--- src/rtl/pin_edge_pkg.sv ---
package pin_edge_pkg;
  localparam int DEF_PINS  = 7;
  localparam int DEF_CNT_W = 16;

  typedef enum logic {
    DB_HOLD  = 1'b0,
    DB_TRIAL = 1'b1
  } db_state_e;
endpackage

--- src/rtl/pin_debounce.sv ---
module pin_debounce
  import pin_edge_pkg::*;
#(
  parameter int CntW = DEF_CNT_W
) (
  input  logic            clk_i,
  input  logic            rst_ni,
  input  logic            load_i,
  input  logic            pin_i,
  input  logic [CntW-1:0] limit_i,
  output logic            fall_o,
  output logic            rise_o
);
  // window is complete once the trial counter has reached the limit
  function automatic logic window_done(input logic [CntW-1:0] cnt,
                                       input logic [CntW-1:0] lim);
    return cnt >= lim;
  endfunction

  function automatic logic [CntW-1:0] sat_inc(input logic [CntW-1:0] cnt);
    return (cnt == {CntW{1'b1}}) ? cnt : cnt + 1'b1;
  endfunction

  db_state_e       state_q;
  logic            level_q;
  logic [CntW-1:0] cnt_q;
  logic            differs;
  logic            accept;

  assign differs = (pin_i != level_q);
  assign accept  = (state_q == DB_TRIAL) && differs && window_done(cnt_q, limit_i);
  assign fall_o  = accept && !pin_i;
  assign rise_o  = accept && pin_i;

  always_ff @(posedge clk_i or negedge rst_ni) begin
    if (!rst_ni) begin
      state_q <= DB_HOLD;
      level_q <= 1'b0;
      cnt_q   <= '0;
    end else if (load_i) begin
      state_q <= DB_HOLD;
      level_q <= pin_i;
      cnt_q   <= '0;
    end else if (!differs || accept) begin
      state_q <= DB_HOLD;
      cnt_q   <= '0;
      if (accept) level_q <= pin_i;
    end else if (state_q == DB_HOLD) begin
      state_q <= DB_TRIAL;
      cnt_q   <= '0;
    end else begin
      cnt_q   <= sat_inc(cnt_q);
    end
  end
endmodule

--- src/rtl/edge_status.sv ---
module edge_status #(
  parameter int NumBits = 14
) (
  input  logic               clk_i,
  input  logic               rst_ni,
  input  logic [NumBits-1:0] set_i,
  input  logic [NumBits-1:0] clr_i,
  output logic [NumBits-1:0] status_o
);
  // a fresh event outranks a clear on the same edge
  function automatic logic [NumBits-1:0] next_status(input logic [NumBits-1:0] cur,
                                                     input logic [NumBits-1:0] set,
                                                     input logic [NumBits-1:0] clr);
    return (cur & ~clr) | set;
  endfunction

  always_ff @(posedge clk_i or negedge rst_ni) begin
    if (!rst_ni) status_o <= '0;
    else         status_o <= next_status(status_o, set_i, clr_i);
  end
endmodule

--- src/rtl/pin_edge_irq.sv ---
module pin_edge_irq
  import pin_edge_pkg::*;
#(
  parameter int NumPins = DEF_PINS,
  parameter int CntW    = DEF_CNT_W,
  localparam int NumBits = 2 * NumPins
) (
  input  logic               clk_i,
  input  logic               rst_ni,
  input  logic [NumPins-1:0] pins_i,
  input  logic [NumBits-1:0] edge_en_i,
  input  logic [CntW-1:0]    debounce_i,
  input  logic [NumBits-1:0] clr_i,
  output logic [NumBits-1:0] status_o,
  output logic               irq_o
);
  logic               primed_q;
  logic [NumPins-1:0] fall_evt;
  logic [NumPins-1:0] rise_evt;
  logic [NumBits-1:0] set_vec;

  // first edge after reset only captures the pin levels
  always_ff @(posedge clk_i or negedge rst_ni) begin
    if (!rst_ni) primed_q <= 1'b0;
    else         primed_q <= 1'b1;
  end

  for (genvar g = 0; g < NumPins; g++) begin : g_pin
    pin_debounce #(.CntW(CntW)) db_i (
      .clk_i   (clk_i),
      .rst_ni  (rst_ni),
      .load_i  (!primed_q),
      .pin_i   (pins_i[g]),
      .limit_i (debounce_i),
      .fall_o  (fall_evt[g]),
      .rise_o  (rise_evt[g])
    );
  end

  assign set_vec = {rise_evt, fall_evt} & edge_en_i;

  edge_status #(.NumBits(NumBits)) st_i (
    .clk_i    (clk_i),
    .rst_ni   (rst_ni),
    .set_i    (set_vec),
    .clr_i    (clr_i),
    .status_o (status_o)
  );

  assign irq_o = |status_o;
endmodule

--- config.mk ---
export PLATFORM = sky130hd
export DESIGN_NAME = pin_edge_irq
export DESIGN_NICKNAME = d
export VERILOG_FILES = /design/src/rtl/pin_edge_pkg.sv /design/src/rtl/pin_debounce.sv /design/src/rtl/edge_status.sv /design/src/rtl/pin_edge_irq.sv
export SDC_FILE = /design/constraint.sdc
export NUM_CORES = 1
export LEC_CHECK = 0
export BUFFER_PORTS_ARGS = -buffer_cell sky130_fd_sc_hd__buf_2
export CAP_MARGIN = 20
export CORE_MARGIN = 4
export CORE_UTILIZATION = 60
export DETAILED_ROUTE_END_ITERATION = 10
export HOLD_SLACK_MARGIN = 0.15
export PLACE_DENSITY = 0.9
export SYNTH_ARGS = -nofsm -noshare
export SYNTH_HDL_FRONTEND = slang
export SYNTH_SLANG_ARGS = --single-unit
--- constraint.sdc ---
create_clock -name clk_i -period 6.7 [get_ports clk_i]
set_input_delay 0.67 -clock clk_i [delete_from_list [all_inputs] [get_ports clk_i]]
set_output_delay 0.67 -clock clk_i [all_outputs]
set_load 0.02 [all_outputs]
==> summary.txt <==
Critical path
  – Family with the most delay on the worst path: simple AND/OR/NAND/NOR gates
  – Worst setup startpoint: debounce_i[6]
  – Bufs and invs on worst path: 2
  – Critical Path AT: 3.25 ns
  – Worst setup path end: g_pin[2].db_i.cnt_q[15]
  – Required time of the critical path: slightly above 7 ns
  – Slowest-stage cell, CP: or3_1
  – CP Capture Type: register
  – R2R setup slack: between 3 and 4 ns
  – Crit-path max cell delay: 0.71 ns
  – Worst setup SP type: primary input
  – Reg2reg end: g_pin[5].db_i.cnt_q[15]
  – Max FO, Critical Path: 16
  – Reg2reg start: g_pin[5].db_i.cnt_q[0]
  – WP depth: 9
  – FF-to-FF path depth: 8
  – CP Class: in -> reg
  – Worst-path cell chain: buf_2 -> inv_1 -> ha_1 -> a21o_1 -> a211o_1 -> a31oi_1 -> o311ai_1 -> or3_1 -> nor3_1

Power
  – Lkg Pwr: 5.16 nW
  – Max VDD drop: 0.000191 V
  – Pwr dens: 186 mW/mm^2

Clock network
  – CTS buffer count: 17
  – Root buffer cell: clkbuf_16
  – Clock Sinks: between 100 and 150
  – Clock Tree Buf Depth: 2
  – Skew-Pair Late Insertion Delay: 0.43 ns
  – CTS tree: built
  – Post CTS Setup Buffer Count: 0
  – CTS clock-pin slew for the worst setup and hold paths: around 0.06 ns
  – # hold bufs at CTS: 0
  – CTS-repair resized insts: 0
  – H-tree levels: 4

Detailed routing
  – Initial drt markers: roughly 650
  – Top layer in use: met4
  – DRC Markers: 0
  – Antenna-violating nets left: 0
  – Via density: ~6.2
  – 1st-pass router iterations: 7
  – Met2 wire length: 11.6 mm
  – WL/cell: 18.5 um
  – Met1 WL: ~10 mm
  – Vias: 8097
  – WL final: roughly 24 mm
  – Met3 wire length: 1.84 mm

Timing
  – Worst-margin pin slew: 0.960 ns
  – Clock skew: 0.00617 ns
  – Tcrit/Tclk final: 0.434
  – Hold_ws: between 0.2 and 0.25 ns
  – Final-report hold violation count: 0
  – Highest clock rate: 344 MHz
  – RSZ-0062 raised after global routing: false
  – Setup tns final: 0 ns
  – Relative slew margins: 0.360
  – # setup viols final: 0
  – Minimum clock period: 2.91 ns
  – Slew Viols, Final: 0

Yosys
  – Cell variety after synth: 55
  – Syn Nets: 1193
  – Most used DFF post-synth: dfrtp_1
  – Share of the synthesized area in the top cell type: 0.373
  – Avg Synthesized Cell Area: 9.26 um^2
  – Post-Syn Area: 0.00946 mm^2
  – Post-synth EDFFs: 0
  – Synthesis Warnings: 0
  – Post-Syn Instances: 1021
  – Ranking of synthesized cells by area: dfrtp_1 37%, ha_1 16%, a21oi_1 5.7%, xor2_1 5.6%, nand2_1 4.7%
  – Seq/Total Area, Yosys: 0.373
  – Synth area leader: dfrtp_1
  – Register bit total from synthesis: between 100 and 150
  – Asr flop ratio synth: 1.00

Global route
  – Initial antenna violation count: 0
  – Largest net degree at the start of global routing: 77
  – Overall routing resource usage: 0.276
  – Total gr overflow: 0
  – Vias in the first global route: around 8000
  – First-pass GRT wire length: around 39 mm

Floorplanning
  – Cell Rows: 45
  – Core region area: 0.0153 mm^2
  – # IOs: 68
  – Die Ht: 134 um
  – Die area: roughly 0.018 mm^2
  – Die Wd: 134 um
  – Starting Density: 0.617

Place
  – Final HPWL DP: around 17 mm
  – Final estimated routing congestion in global placement: 0.884
  – Port Buf Inserts: 67

Layout
  – Final Core Density: 0.686
  – Area Overhead vs Synth: 11.1%
  – Nets: 1253
  – Fillers: between 1000 and 1500
  – Register area: 0.00353 mm^2
  – Most common cell after layout, fill and taps aside: dfrtp_1
  – Area of the multi-input gates: 0.00559 mm^2
  – Commonest non-fill, non-tap cells in the layout: 141 x dfrtp_1, 119 x nand2_1, 119 x ha_1, 108 x a21oi_1, 66 x buf_2
  – Layout cells sized above 1: 0.113
  – Ant diodes: 0

Run
  – Max capacitance violation total: 0

Hold path
  – Worst min-delay path class: in -> async

Run status
  – Status: finished clean
-- registers in the layout, indices dropped and copies added (netlist names) --
name,flops
g_pin.db_i.cnt_q,112
st_i.status_o,14
g_pin.db_i.state_q,7
primed_q,1
g_pin.db_i.level_q,7
-- final cells by class --
| class | count | share of cell area |
|---|---|---|
| clock buffers | 20 | 0.0425 |
| flip-flops and latches | 141 | 0.336 |
| repair buffers | 69 | 0.0339 |
| inverters | 55 | 0.0196 |
| well taps | 211 | 0.0251 |
| clock inverters | 11 | 0.0114 |
| multi-input cells | 797 | 0.532 |
-- power breakdown --
| part | leakage, nW | internal [mW] | switching, mW | total (mW) |
|---|---|---|---|---|
| Combinational | 2.95 | 0.0524 | 0.100 | 0.153 |
| Sequential | 1.94 | 0.863 | 0.0260 | 0.889 |
| Clock | 0.272 | 0.553 | 0.365 | 0.918 |
-- per-layer routing --
metal | track usage | vias to the layer above
met3 | 0.0582 | 60
li1 | - | 3787
met4 | 0.100 | 0
met5 | 0 | -
met2 | 0.457 | 349
met1 | 0.361 | 3901
-- metrics by stage --
stage | cells | total power, mW | setup slack [ns] | instance area, um^2
global placement | 1272 | 1.04 | 3.43 | 9940
floorplan | 1021 | 0.983 | 4.07 | 9460
finish | 1304 | 1.96 | 3.79 | 10500
CTS | 1303 | 1.96 | 3.82 | 10500
detailed placement | 1272 | 1.05 | 3.36 | 9940
global route | 1304 | 2.03 | 3.67 | 10500
-- worst min path at each step --
| stage | start | end | slack (ns) | cells past startpoint |
|---|---|---|---|---|
| 2_1_floorplan | rst_ni | g_pin[0].db_i.cnt_q[0] | 0.37 | 0 |
| 3_3_place_gp | g_pin[3].db_i.state_q | g_pin[3].db_i.state_q | 0.47 | 1 |
| 3_5_place_dp | g_pin[5].db_i.state_q | g_pin[5].db_i.state_q | 0.48 | 1 |
| 4_1_cts | rst_ni | g_pin[2].db_i.cnt_q[15] | 0.25 | 1 |
| 5_1_grt | rst_ni | g_pin[2].db_i.cnt_q[12] | 0.26 | 1 |
| 6_report | rst_ni | g_pin[2].db_i.cnt_q[15] | 0.21 | 1 |
-- cell usage after synthesis (5+ instances only) --
library cell    n
dfrtp_1       141
nand3_1        45
nor3_1         15
a21oi_1       108
nand2_1       119
mux2_2          7
ha_1          119
nor2_1         51
a31oi_1         8
buf_2           5
xor2_1         60
xnor2_1        38
mux2i_1         7
nor4_1          9
and3_1         33
and4_1         11
a211o_1         5
a2111o_1        5
o21ai_0        20
o32ai_1        14
nand2b_1       21
clkbuf_1       19
a21oi_2        13
o21a_1          6
inv_1          55
nand4_1        28
a21o_1         10
-- cell families after synthesis --
kind of cell | share of synthesized area
AO/OA/AOI/OAI | 0.139
flip-flops | 0.373
buffers and inverters | 0.0360
other | 0.000397
AND/OR/NAND/NOR | 0.188
XOR/XNOR | 0.0908
multiplexers | 0.0157
adder cells (fa/ha/maj) | 0.157
No activity file was read; power rests on OpenSTA's default activity.
